### src/rtl/pulse_latch_pkg.sv
package pulse_latch_pkg;

  typedef enum logic [1:0] {
    SRC_NONE = 2'b00,
    SRC_SET  = 2'b01,
    SRC_RST  = 2'b10,
    SRC_OFF  = 2'b11
  } tick_src_e;

  typedef struct packed {
    logic enable;
    logic setStb;
    logic rstStb;
    logic qEn;
    logic nqEn;
  } latch_ctl_t;

endpackage

### src/rtl/pulse_latch_div.sv
module pulse_latch_div #(
  parameter int SEL_W     = 3,
  parameter int MIN_SHIFT = 2
) (
  input  logic             clk,
  input  logic             rst,
  input  logic             enable,
  input  logic [SEL_W-1:0] sel,
  output logic             tick
);
  localparam int CNT_W = MIN_SHIFT + (1 << SEL_W) - 1;

  logic [CNT_W-1:0] cnt;
  logic [CNT_W-1:0] limit;
  logic [CNT_W:0]   ratio;
  logic [CNT_W:0]   ratioM1;
  int               shiftIdx;

  always_comb begin
    shiftIdx = MIN_SHIFT + int'(sel);
    ratio = '0;
    ratio[shiftIdx] = 1'b1;
    ratioM1 = ratio - 1'b1;
    limit = ratioM1[CNT_W-1:0];
  end

  assign tick = enable && (cnt == limit);

  always_ff @(posedge clk) begin
    if (rst || !enable) begin
      cnt <= '0;
    end else if (tick) begin
      cnt <= '0;
    end else begin
      cnt <= cnt + 1'b1;
    end
  end

  // counter held at zero while disabled
  p_div_idle_r8: assert property (@(posedge clk) disable iff (rst)
    !enable |=> (cnt == '0));

  // ratio is at least 4, so ticks never come back to back
  p_tick_gap_r7: assert property (@(posedge clk) disable iff (rst)
    tick |=> !tick);

endmodule

### src/rtl/pulse_latch_ctrl.sv
module pulse_latch_ctrl
  import pulse_latch_pkg::*;
#(
  parameter int SEL_W     = 3,
  parameter int MIN_SHIFT = 2,
  localparam int REG_W    = SEL_W + 5
) (
  input  logic             clk,
  input  logic             rst,
  input  logic             wrEn,
  input  logic [REG_W-1:0] wrData,
  input  logic [1:0]       srcSel,
  output logic [REG_W-1:0] rdData,
  output latch_ctl_t       ctl
);
  localparam int EN_BIT  = REG_W - 1;
  localparam int SEL_LO  = 4;
  localparam int QEN_BIT = 3;
  localparam int NQ_BIT  = 2;
  localparam int SET_BIT = 1;
  localparam int RST_BIT = 0;

  logic             enReg;
  logic [SEL_W-1:0] selReg;
  logic             qEnReg;
  logic             nqEnReg;
  logic             pulseSet;
  logic             pulseRst;
  logic             tick;
  tick_src_e        route;

  always_ff @(posedge clk) begin
    if (rst) begin
      enReg    <= 1'b0;
      selReg   <= '0;
      qEnReg   <= 1'b0;
      nqEnReg  <= 1'b0;
      pulseSet <= 1'b0;
      pulseRst <= 1'b0;
    end else begin
      pulseSet <= wrEn && wrData[SET_BIT];
      pulseRst <= wrEn && wrData[RST_BIT];
      if (wrEn) begin
        enReg   <= wrData[EN_BIT];
        selReg  <= wrData[SEL_LO +: SEL_W];
        qEnReg  <= wrData[QEN_BIT];
        nqEnReg <= wrData[NQ_BIT];
      end
    end
  end

  pulse_latch_div #(
    .SEL_W    (SEL_W),
    .MIN_SHIFT(MIN_SHIFT)
  ) i_div (
    .clk   (clk),
    .rst   (rst),
    .enable(enReg),
    .sel   (selReg),
    .tick  (tick)
  );

  assign route = tick_src_e'(srcSel);

  always_comb begin
    ctl.enable = enReg;
    ctl.qEn    = qEnReg;
    ctl.nqEn   = nqEnReg;
    ctl.setStb = pulseSet || (tick && route == SRC_SET);
    ctl.rstStb = pulseRst || (tick && route == SRC_RST);
  end

  assign rdData = {enReg, selReg, qEnReg, nqEnReg, 2'b00};

  // pulse bits live for one cycle only
  p_selfclear_r10: assert property (@(posedge clk) disable iff (rst)
    !wrEn |=> (!pulseSet && !pulseRst));

  // no tick reaches set when routing is not the set code
  p_route_set_r7: assert property (@(posedge clk) disable iff (rst)
    (route != SRC_SET && !pulseSet) |-> !ctl.setStb);

endmodule

### src/rtl/pulse_latch_dp.sv
module pulse_latch_dp
  import pulse_latch_pkg::*;
(
  input  logic       clk,
  input  logic       rst,
  input  latch_ctl_t ctl,
  output logic       pinData,
  output logic       pinEnable
);
  logic qState;

  always_ff @(posedge clk) begin
    if (rst || !ctl.enable) begin
      qState <= 1'b0;
    end else if (ctl.rstStb) begin
      qState <= 1'b0;
    end else if (ctl.setStb) begin
      qState <= 1'b1;
    end
  end

  always_comb begin
    pinEnable = ctl.qEn || ctl.nqEn;
    if (ctl.qEn) begin
      pinData = qState;
    end else if (ctl.nqEn) begin
      pinData = !qState;
    end else begin
      pinData = 1'b0;
    end
  end

  // disabled latch holds no state
  p_disabled_clear_r3: assert property (@(posedge clk) disable iff (rst)
    !ctl.enable |=> !qState);

  // reset strobe beats set strobe
  p_reset_wins_r6: assert property (@(posedge clk) disable iff (rst)
    (ctl.enable && ctl.rstStb) |=> !qState);

  // set strobe alone sets the latch
  p_set_takes_r4: assert property (@(posedge clk) disable iff (rst)
    (ctl.enable && ctl.setStb && !ctl.rstStb) |=> qState);

  // no drive without an output enable
  p_pin_quiet_r9: assert property (@(posedge clk) disable iff (rst)
    !pinEnable |-> !pinData);

endmodule

### src/rtl/pulse_latch_unit.sv
module pulse_latch_unit
  import pulse_latch_pkg::*;
#(
  parameter int SEL_W     = 3,
  parameter int MIN_SHIFT = 2,
  localparam int REG_W    = SEL_W + 5
) (
  input  logic             clk,
  input  logic             rst,
  input  logic             wrEn,
  input  logic [REG_W-1:0] wrData,
  input  logic [1:0]       srcSel,
  output logic [REG_W-1:0] rdData,
  output logic             pinData,
  output logic             pinEnable
);
  latch_ctl_t ctl;

  pulse_latch_ctrl #(
    .SEL_W    (SEL_W),
    .MIN_SHIFT(MIN_SHIFT)
  ) i_ctrl (
    .clk   (clk),
    .rst   (rst),
    .wrEn  (wrEn),
    .wrData(wrData),
    .srcSel(srcSel),
    .rdData(rdData),
    .ctl   (ctl)
  );

  pulse_latch_dp i_dp (
    .clk      (clk),
    .rst      (rst),
    .ctl      (ctl),
    .pinData  (pinData),
    .pinEnable(pinEnable)
  );

endmodule

### config.mk
export PLATFORM = sky130hd
export DESIGN_NAME = pulse_latch_unit
export DESIGN_NICKNAME = d
export VERILOG_FILES = /design/src/rtl/pulse_latch_pkg.sv /design/src/rtl/pulse_latch_div.sv /design/src/rtl/pulse_latch_ctrl.sv /design/src/rtl/pulse_latch_dp.sv /design/src/rtl/pulse_latch_unit.sv
export SDC_FILE = /design/constraint.sdc
export NUM_CORES = 1
export LEC_CHECK = 0
export BUFFER_PORTS_ARGS = -buffer_cell sky130_fd_sc_hd__buf_2
export CAP_MARGIN = 20
export CORE_MARGIN = 1
export CORE_UTILIZATION = 50
export DETAILED_ROUTE_END_ITERATION = 10
export HOLD_SLACK_MARGIN = 0.02
export PLACE_DENSITY = 0.69
export SLEW_MARGIN = 20
export SYNTH_ARGS = -nofsm -noshare
export SYNTH_HDL_FRONTEND = slang
export SYNTH_SLANG_ARGS = --single-unit
### constraint.sdc
create_clock -name clk -period 3.3 [get_ports clk]
set_input_delay 0.66 -clock clk [delete_from_list [all_inputs] [get_ports clk]]
set_output_delay 0.66 -clock clk [all_outputs]
set_load 0.1 [all_outputs]
==> metrics, run 1 <==
status finished, final reports clean; layout cell share with drive strength beyond 1 0.219; DR DRC count 0; worst hold start i_ctrl.i_div.cnt[0]; power per cell area 374 nW/um^2; post-synth top area cell dfxtp_1; Synth async-reset ratio 0; CP max stage delay 0.54 ns; synthesized area 1160 um^2; Mean Syn Cell Area 8.78 um^2; Power Internal 0.304 mW; Switch Pwr 0.166 mW; top-count cell post-synth nor2_1; initial antenna violation count 0; Clock Skews 0.00225 ns; Worst Hold Class reg2reg; Root Driver clkbuf_4; clock power share 0.227; Flop pwr share 0.493; final-stage net count 168; clock buffer depth 2; met3 Usage GRT 0.0273; row count 17; register area share after synthesis 0.311; Final Hold Vio Count 0; Comb pwr share 0.279; Max-Slew Margin vs Limit 0.638; Cell variety after synth 34; Buffers & Inverters on Critical Path 1; area share of the largest cell type after synthesis 0.311; Critical Path Slowest Stage Cell or4b_4; M1 GR Usage 0.228; Post-Route WL 1960 um; synth top area cells dfxtp_1, ha_1, xnor2_1; commonest cells in the netlist nor2_1, dfxtp_1, xnor2_1; r2r startpoint i_ctrl.selReg[1]; cell breakdown of the critical path inv_1 -> ha_1 -> nand3b_1 -> ha_1 -> xor2_1 -> nand4_1 -> or4b_4 -> o41ai_4 -> nor2_1; drt initial violations 10; DR WL/cell 11.3 um; vias after detailed routing 890; worst r2r dst i_ctrl.i_div.cnt[8]; H-tree levels 1; synthesis-to-layout area growth 8.75%; Filler cells 196; crit start category flip-flop; DRT Pass-1 Iters 4; All-Layer GR Usage 0.171; largest net degree at the start of global routing 16; Most used DFF post-synth dfxtp_1; crit share post-route 0.863; Worst Max-Slew Pin Slew 0.541 ns; gr busiest metal met2; Mapped Cells 132; Fmax achieved 0.351 GHz; Port-buffer cells 20; CP max FO 15; WHS Path Cells 1; ANT cells 0; Final Max Tran Viols 0; routed vias/inst 5.11; critical path required time 3.47 ns; final worst path period need 2.85 ns; GPL Wtd Cong 0.801; IO Pins 23; Setup crit end kind flip-flop; CTS tree done; hold slack 0.508 ns; RSZ-0062 raised after global routing false; cts-stage hold buffer count 0; effective utilization at floorplan 0.529; critical path's top delay family simple AND/OR/NAND/NOR gates; r2r worst-path depth 9; multi-input logic area 722 um^2; postcts setup bufs 0; Place WS 0.468 ns; Sequential Area 362 um^2; Yosys warnings 0; Post-synth EDFFs 0; Die H 50.1 um; WS Path Type reg2reg; final worst setup slack 0.453 ns; die area 2510 um^2; VDD IR max 0.309 mV; CTS Sinks 18; R2R setup slack 0.45 ns; GR Util met2 0.271; core area 2190 um^2; CTS Buf Count 3; CP arrival 3.01 ns; Final Power 0.471 mW; Max Cap Viol 0; # resized after CTS 0; final setup violation count 0; Top cell by count, worst path ha_1; worst skew pair latency 0.29 ns; Chip Width 50.1 um; number of routed nets with antenna violations 0; Final HPWL DP 1570 um; GR Overflow Total 0; Leak 0.518 nW; vias in the first global route 744; Sw Share 0.353; final setup TNS 0 ns; clock-pin slew on the worst setup and hold paths 0.10 ns; Synth Register Bits 18; Hold Path Sink i_ctrl.i_div.cnt[0]; first-pass GRT wire length 3280 um
-- power by group through the flow --
stage,logic [mW],clock network [mW],registers [mW]
after floorplan,0.105,0,0.248
after global placement,0.130,0,0.237
after detailed placement,0.131,0,0.237
after CTS,0.132,0.110,0.232
after global routing,0.140,0.120,0.234
final,0.131,0.107,0.232
-- how the worst max path moves through the flow --
stage / from / to / slack [ns] / cells after the start
finish: i_ctrl.selReg[1] / i_ctrl.i_div.cnt[8] / 0.45 / 9
global route: i_ctrl.selReg[1] / i_ctrl.i_div.cnt[7] / 0.28 / 9
CTS: i_ctrl.selReg[1] / i_ctrl.i_div.cnt[8] / 0.44 / 9
detailed placement: i_ctrl.selReg[1] / i_ctrl.i_div.cnt[8] / 0.47 / 9
global placement: i_ctrl.selReg[1] / i_ctrl.i_div.cnt[7] / 0.52 / 9
floorplan: i_ctrl.selReg[2] / i_ctrl.i_div.cnt[2] / 0.005 / 9
-- registers in the layout, summed over array words and instances, names as in the netlist --
signal	count
i_ctrl.pulseRst	1
i_ctrl.enReg	1
i_ctrl.pulseSet	1
i_ctrl.i_div.cnt	9
i_ctrl.selReg	3
i_ctrl.qEnReg	1
i_ctrl.nqEnReg	1
i_dp.qState	1
-- worst register-to-register path: cells and delay by family (launching register included) --
kind                     cells  cell delay, ns
AO/OA/AOI/OAI                1            0.54
XOR/XNOR                     1            0.15
adder cells (fa/ha/maj)      2            0.54
buffers and inverters        1            0.11
flip-flops                   1            0.49
AND/OR/NAND/NOR              4            0.89
-- through the flow --
stage	util	instance area (um^2)	std cells
6_report	0.575	1260	174
5_1_grt	0.575	1260	174
4_1_cts	0.575	1260	174
3_5_place_dp	0.565	1240	171
3_3_place_gp	0.565	1240	171
2_1_floorplan	-	1160	133
-- cell usage in the layout (no fill, tap or decap), drive strengths merged, types with 5 or more instances in the layout --
cell type and count:
nor2 22, buf 20, dfxtp 18, xnor2 10, xor2 7, mux2i 7, ha 7, nand3 6
nand2 6, inv 5
-- cell type report --
cell class | instances | share of cell area
Multi-Input combinational cell | 100 | 0.573
Tap cell | 28 | 0.0278
Inverter | 5 | 0.0149
Timing Repair Buffer | 20 | 0.0794
Clock buffer | 3 | 0.0179
Sequential cell | 18 | 0.287
-- logic make-up (layout without fill, tap and decap cells) --
family | Yosys count | after routing | synth area share
buffers and inverters | 15 | 28 | 0.0691
AO/OA/AOI/OAI | 10 | 10 | 0.0842
adder cells (fa/ha/maj) | 7 | 7 | 0.0756
multiplexers | 7 | 7 | 0.0605
flip-flops | 18 | 18 | 0.311
XOR/XNOR | 17 | 17 | 0.129
AND/OR/NAND/NOR | 57 | 57 | 0.268
other | 1 | 2 | 0.00324
-- per-layer routing --
layer	share of wire	up-vias
li1	-	474
met1	0.52	395
met2	0.44	17
met3	0.031	4
met4	0.012	0
met5	0	-
Note: power is estimated with default switching activity, not from simulation.
==> inputs of run 2 (changes only) <==
CELL_PAD_IN_SITES_DETAIL_PLACEMENT = 0   (was not set)
CELL_PAD_IN_SITES_GLOBAL_PLACEMENT = 1   (was not set)
CORE_UTILIZATION = 40   (was 50)
GPL_TIMING_DRIVEN = 0   (was not set)
PLACE_DENSITY = 0.74   (was 0.69)
==> run 2 against run 1 <==
- via count increased by 2.2%
- first-iteration DRC count increased by 60%
- non-clock buffer count up 8
- critical path type unchanged
- largest cell class unchanged
- highest routed layer unchanged
==> metrics, run 2 (same netlist as run 1, synthesis figures left out) <==
Fmax achieved 0.337 GHz (-4.2%); number of routed nets with antenna violations 0 (unchanged); DRT Pass-1 Iters 4 (unchanged); CP max stage delay 0.55 ns (about the same); crit share post-route 0.900 (+0.0374); initial antenna violation count 0 (unchanged); DR DRC count 0 (unchanged); Post-Route WL 2060 um (+5.0%); Die H 55.8 um (+11%); final-stage net count 176 (+4.8%); effective utilization at floorplan 0.420 (-0.109); Final Hold Vio Count 0 (unchanged); WS Path Type reg2reg; critical path required time 3.47 ns (about the same); largest net degree at the start of global routing 11 (-5); largest reg by FF count i_ctrl.i_div.cnt; core area 2760 um^2 (+26%); final setup TNS 0 ns (unchanged); ANT cells 0 (unchanged); drt initial violations 16 (+6); clock-pin slew on the worst setup and hold paths 0.10 ns (about the same); postcts setup bufs 0 (unchanged); IO Pins 23 (unchanged); WHS Path Cells 1 (unchanged); Port-buffer cells 18 (-10%); die area 3120 um^2 (+24%); leading cell type in the layout, fill and taps excluded nor2_1; Max Cap Viol 0 (unchanged); final worst path period need 2.97 ns (+0.124 ns); Final HPWL DP 1630 um (+4.0%); GPL Wtd Cong 0.731 (-8.7%); final setup violation count 0 (unchanged); cts-stage hold buffer count 0 (unchanged); max reg flops 9 (unchanged); # resized after CTS 0 (unchanged); VDD IR max 0.252 mV (-19%); CP max FO 10 (-5); Worst Hold Class reg2reg; Design Area, Final 1320 um^2 (+4.4%); CTS Sinks 18 (unchanged); Final Max Tran Viols 0 (unchanged); Filler cells 281 (+43%); Setup crit end kind flip-flop; most frequent cells in the layout nor2_1, buf_2, dfxtp_1; RSZ-0062 raised after global routing false; CTS Buf Count 3 (unchanged); routed vias/inst 4.92 (-3.8%); Regs by FF count i_ctrl.i_div.cnt (9), i_ctrl.selReg (3); synthesis-to-layout area growth 13.5%; layout cell share with drive strength beyond 1 0.240 (+0.0211); first-pass GRT wire length 3660 um (+12%); crit start category flip-flop; row count 19 (+2); Max-Slew Margin vs Limit 0.631 (-0.00674); clock buffer depth 2 (unchanged); GR Overflow Total 0 (unchanged); H-tree levels 1 (unchanged); placed cell areas 1290 um^2 (+4.4%); Top cell by count, worst path ha_1; r2r worst-path depth 10 (+1); status finished, final reports clean; Critical Path Slowest Stage Cell or4b_4; cell breakdown of the critical path buf_2 -> inv_1 -> ha_1 -> nand3b_1 -> ha_1 -> xor2_1 -> nand4_1 -> or4b_4 -> o41ai_4 -> nor2_1; All-Layer GR Usage 0.147 (-0.0237); Worst Max-Slew Pin Slew 0.551 ns (+0.0101 ns); power per cell area 362 nW/um^2 (-3.2%); CP arrival 3.14 ns (+0.13 ns); CTS tree done; Chip Width 55.8 um (+11%); vias after detailed routing 910 (+2.2%); worst skew pair latency 0.29 ns (about the same); vias in the first global route 852 (+15%); Leak 0.551 nW (+6.3%); DR WL/cell 11.1 um (-1.2%); Root Driver clkbuf_4; Clock Skews 0.00351 ns (+0.00126 ns)
## run 2: through the flow
step | setup WS, ns | util | std cells | total power [mW] | hold slack [ns]
3_3_place_gp | 0.340 | 0.469 | 182 | 0.374 | 0.487
3_5_place_dp | 0.296 | 0.469 | 182 | 0.376 | 0.506
6_report | 0.330 | 0.477 | 185 | 0.476 | 0.517
2_1_floorplan | 0.00491 | - | 133 | 0.353 | 0.454
4_1_cts | 0.271 | 0.477 | 185 | 0.483 | 0.529
5_1_grt | 0.0599 | 0.477 | 185 | 0.502 | 0.567
## run 2: layout make-up
type	instances	area (um^2)	share of cell area
sequential	18	362	0.275
tap	31	38.8	0.0295
buffer	10	61.3	0.0466
multi-input combinational	100	722	0.549
clock buffer	3	22.5	0.0171
timing repair buffer	18	90.1	0.0685
inverter	5	18.8	0.0143
## run 2: layer usage
metal / track usage / up-vias / routed length [um]
met5: 0 / - / 0
met4: 0.0697 / 0 / 40
met3: 0.0209 / 5 / 63
met2: 0.219 / 13 / 884
met1: 0.210 / 409 / 1070
li1: - / 483 / -
## run 2: final timing paths
kind	from	to	slack, ns
max	i_ctrl.selReg[1]	i_ctrl.i_div.cnt[4]	0.33
min	i_ctrl.i_div.cnt[0]	i_ctrl.i_div.cnt[0]	0.52
max reg2reg	i_ctrl.selReg[1]	i_ctrl.i_div.cnt[4]	0.33
min reg2reg	i_ctrl.i_div.cnt[0]	i_ctrl.i_div.cnt[0]	0.52
## run 2: critical path: cells and delay by family (launching register included)
kind / cells / cell delay [ns]
AOI/OAI and AO/OA: 1 / 0.55
xor gates and xnor gates: 1 / 0.16
and+or+nand+nor: 4 / 0.89
adders and majority gates: 2 / 0.60
DFF: 1 / 0.36
buffers and inverters: 2 / 0.28
## run 2: where the power goes
| part | internal, mW | switching, mW |
|---|---|---|
| combinational | 0.0439 | 0.0970 |
| sequential | 0.223 | 0.00573 |
| clock | 0.0424 | 0.0635 |
| total | 0.310 | 0.166 |
==> inputs of run 3 (changes only) <==
GPL_ROUTABILITY_DRIVEN = 0   (was not set)
PLACE_DENSITY = not set   (was 0.74)
PLACE_DENSITY_LB_ADDON = 0.1   (was not set)
==> run 3 against run 2 <==
- total power up 0.50%
- largest power group unchanged
- register-to-register slack got worse by 0.02 ns
- via count down 1.2%
- largest cell class unchanged
==> metrics, run 3 (same netlist as run 1, synthesis figures left out) <==
status finished, final reports clean; M1 GR Usage 0.200 (-0.00985); core area 2760 um^2 (unchanged); Final Max Tran Viols 0 (unchanged); r2r worst-path depth 10 (unchanged); CP max stage delay 0.58 ns (+0.03 ns); H-tree levels 1 (unchanged); DRT Pass-1 Iters 4 (unchanged); DR WL/cell 11.2 um (+0.58%); Chip Width 55.8 um (unchanged); final setup violation count 0 (unchanged); Leak 0.551 nW (unchanged); All-Layer GR Usage 0.146 (-0.000907); GR Overflow Total 0 (unchanged); row count 19 (unchanged); Max Cap Viol 0 (unchanged); Fmax achieved 0.335 GHz (-0.52%); # resized after CTS 0 (unchanged); routed vias/inst 4.86 (-1.2%); WHS Path Cells 1 (unchanged); drt initial violations 16 (unchanged); Root Driver clkbuf_4; postcts setup bufs 0 (unchanged); r2r startpoint i_ctrl.selReg[1]; Clock Skews 0.0115 ns (+0.00794 ns); Worst Hold Class reg2reg; layout cell share with drive strength beyond 1 0.240 (unchanged); Final HPWL DP 1630 um (-0.54%); crit start category flip-flop; synthesis-to-layout area growth 13.5% (unchanged); leading cell type in the layout, fill and taps excluded nor2_1; clock-pin slew on the worst setup and hold paths 0.11 ns (about the same); CTS Buf Count 3 (unchanged); effective utilization at floorplan 0.420 (unchanged); ANT cells 0 (unchanged); initial antenna violation count 0 (unchanged); CTS tree done; Critical Path Slowest Stage Cell o41ai_4; RSZ-0062 raised after global routing false; critical path required time 3.47 ns (about the same); die area 3120 um^2 (unchanged); IO Pins 23 (unchanged); Die H 55.8 um (unchanged); worst hold start i_ctrl.i_div.cnt[0]; Worst Max-Slew Pin Slew 0.581 ns (+0.0296 ns); Max-Slew Margin vs Limit 0.611 (-0.0198); Filler cells 286 (+1.8%); WS Path Type reg2reg; cell breakdown of the critical path buf_2 -> inv_1 -> ha_1 -> nand3b_1 -> ha_1 -> xor2_1 -> nand4_1 -> or4b_4 -> o41ai_4 -> nor2_1; power per cell area 364 nW/um^2 (+0.50%); GR Util met2 0.236 (+0.0172); largest net degree at the start of global routing 11 (unchanged); hold slack 0.537 ns (+0.0196 ns); cts-stage hold buffer count 0 (unchanged); most frequent cells in the layout nor2_1, buf_2, dfxtp_1; CP startpoint i_ctrl.selReg[1]; CP arrival 3.16 ns (+0.02 ns); Final Hold Vio Count 0 (unchanged); Post-Route WL 2070 um (+0.58%); Port-buffer cells 18 (unchanged); largest reg by FF count i_ctrl.i_div.cnt; crit share post-route 0.905 (+0.00473); placed cell areas 1290 um^2 (unchanged); Top cell by count, worst path ha_1; number of routed nets with antenna violations 0 (unchanged); first-pass GRT wire length 3640 um (-0.74%); CP max FO 10 (unchanged); clock buffer depth 2 (unchanged); CTS Sinks 18 (unchanged); gr busiest metal met2; final-stage net count 176 (unchanged); Setup crit end kind flip-flop; worst skew pair latency 0.29 ns (about the same); final worst path period need 2.99 ns (+0.0156 ns); vias in the first global route 835 (-2.0%); max reg flops 9 (unchanged); DR DRC count 0 (unchanged); Regs by FF count i_ctrl.i_div.cnt (9), i_ctrl.selReg (3); met3 Usage GRT 0.0209 (unchanged); Design Area, Final 1320 um^2 (unchanged); VDD IR max 0.185 mV (-27%); vias after detailed routing 899 (-1.2%); final setup TNS 0 ns (unchanged)
-- run 3: cell counts in the layout (fill, tap and decap cells not counted) --
No cell type changed its count.
-- run 3: worst max-delay path, delay by kind of cell, from the launching register on --
kind                     cells  cell delay, ns
AO/OA/AOI/OAI                1            0.58
adder cells (fa/ha/maj)      2            0.54
buffers and inverters        2            0.32
flip-flops                   1            0.38
AND/OR/NAND/NOR              4            0.91
XOR/XNOR                     1            0.15
-- run 3: final timing paths --
kind / end / slack [ns]
max: i_ctrl.i_div.cnt[5] / 0.31
min: i_ctrl.i_div.cnt[0] / 0.54
max reg2reg: i_ctrl.i_div.cnt[5] / 0.31
min reg2reg: i_ctrl.i_div.cnt[0] / 0.54
-- run 3: layout make-up --
type	count	area, um^2	area share
Timing Repair Buffer	18	90.1	0.0685
Tap cell	31	38.8	0.0295
Multi-Input combinational cell	100	722	0.549
Clock buffer	3	22.5	0.0171
Inverter	5	18.8	0.0143
Sequential cell	18	362	0.275
Buffer	10	61.3	0.0466
-- run 3: per-layer routing --
layer	vias to the layer above	wire length (um)	part of all wire
li1	485	-	-
met2	14	944	0.46
met3	2	62	0.030
met5	-	0	0
met4	0	19	0.0092
met1	398	1050	0.50
-- run 3: where the power goes --
part | total (mW) | leakage [nW] | internal, mW | switching (mW)
combinational | 0.141 | 0.390 | 0.0439 | 0.0972
sequential | 0.229 | 0.147 | 0.223 | 0.00582
clock | 0.108 | 0.0138 | 0.0424 | 0.0655
total | 0.478 | 0.551 | 0.310 | 0.169
-- run 3: metrics by stage --
step / utilization / worst slack (ns) / power, mW / instances
floorplan: - / 0.00491 / 0.353 / 133
global placement: 0.469 / 0.330 / 0.373 / 182
detailed placement: 0.469 / 0.288 / 0.376 / 182
CTS: 0.477 / 0.271 / 0.486 / 185
global route: 0.477 / 0.0579 / 0.505 / 185
finish: 0.477 / 0.314 / 0.478 / 185
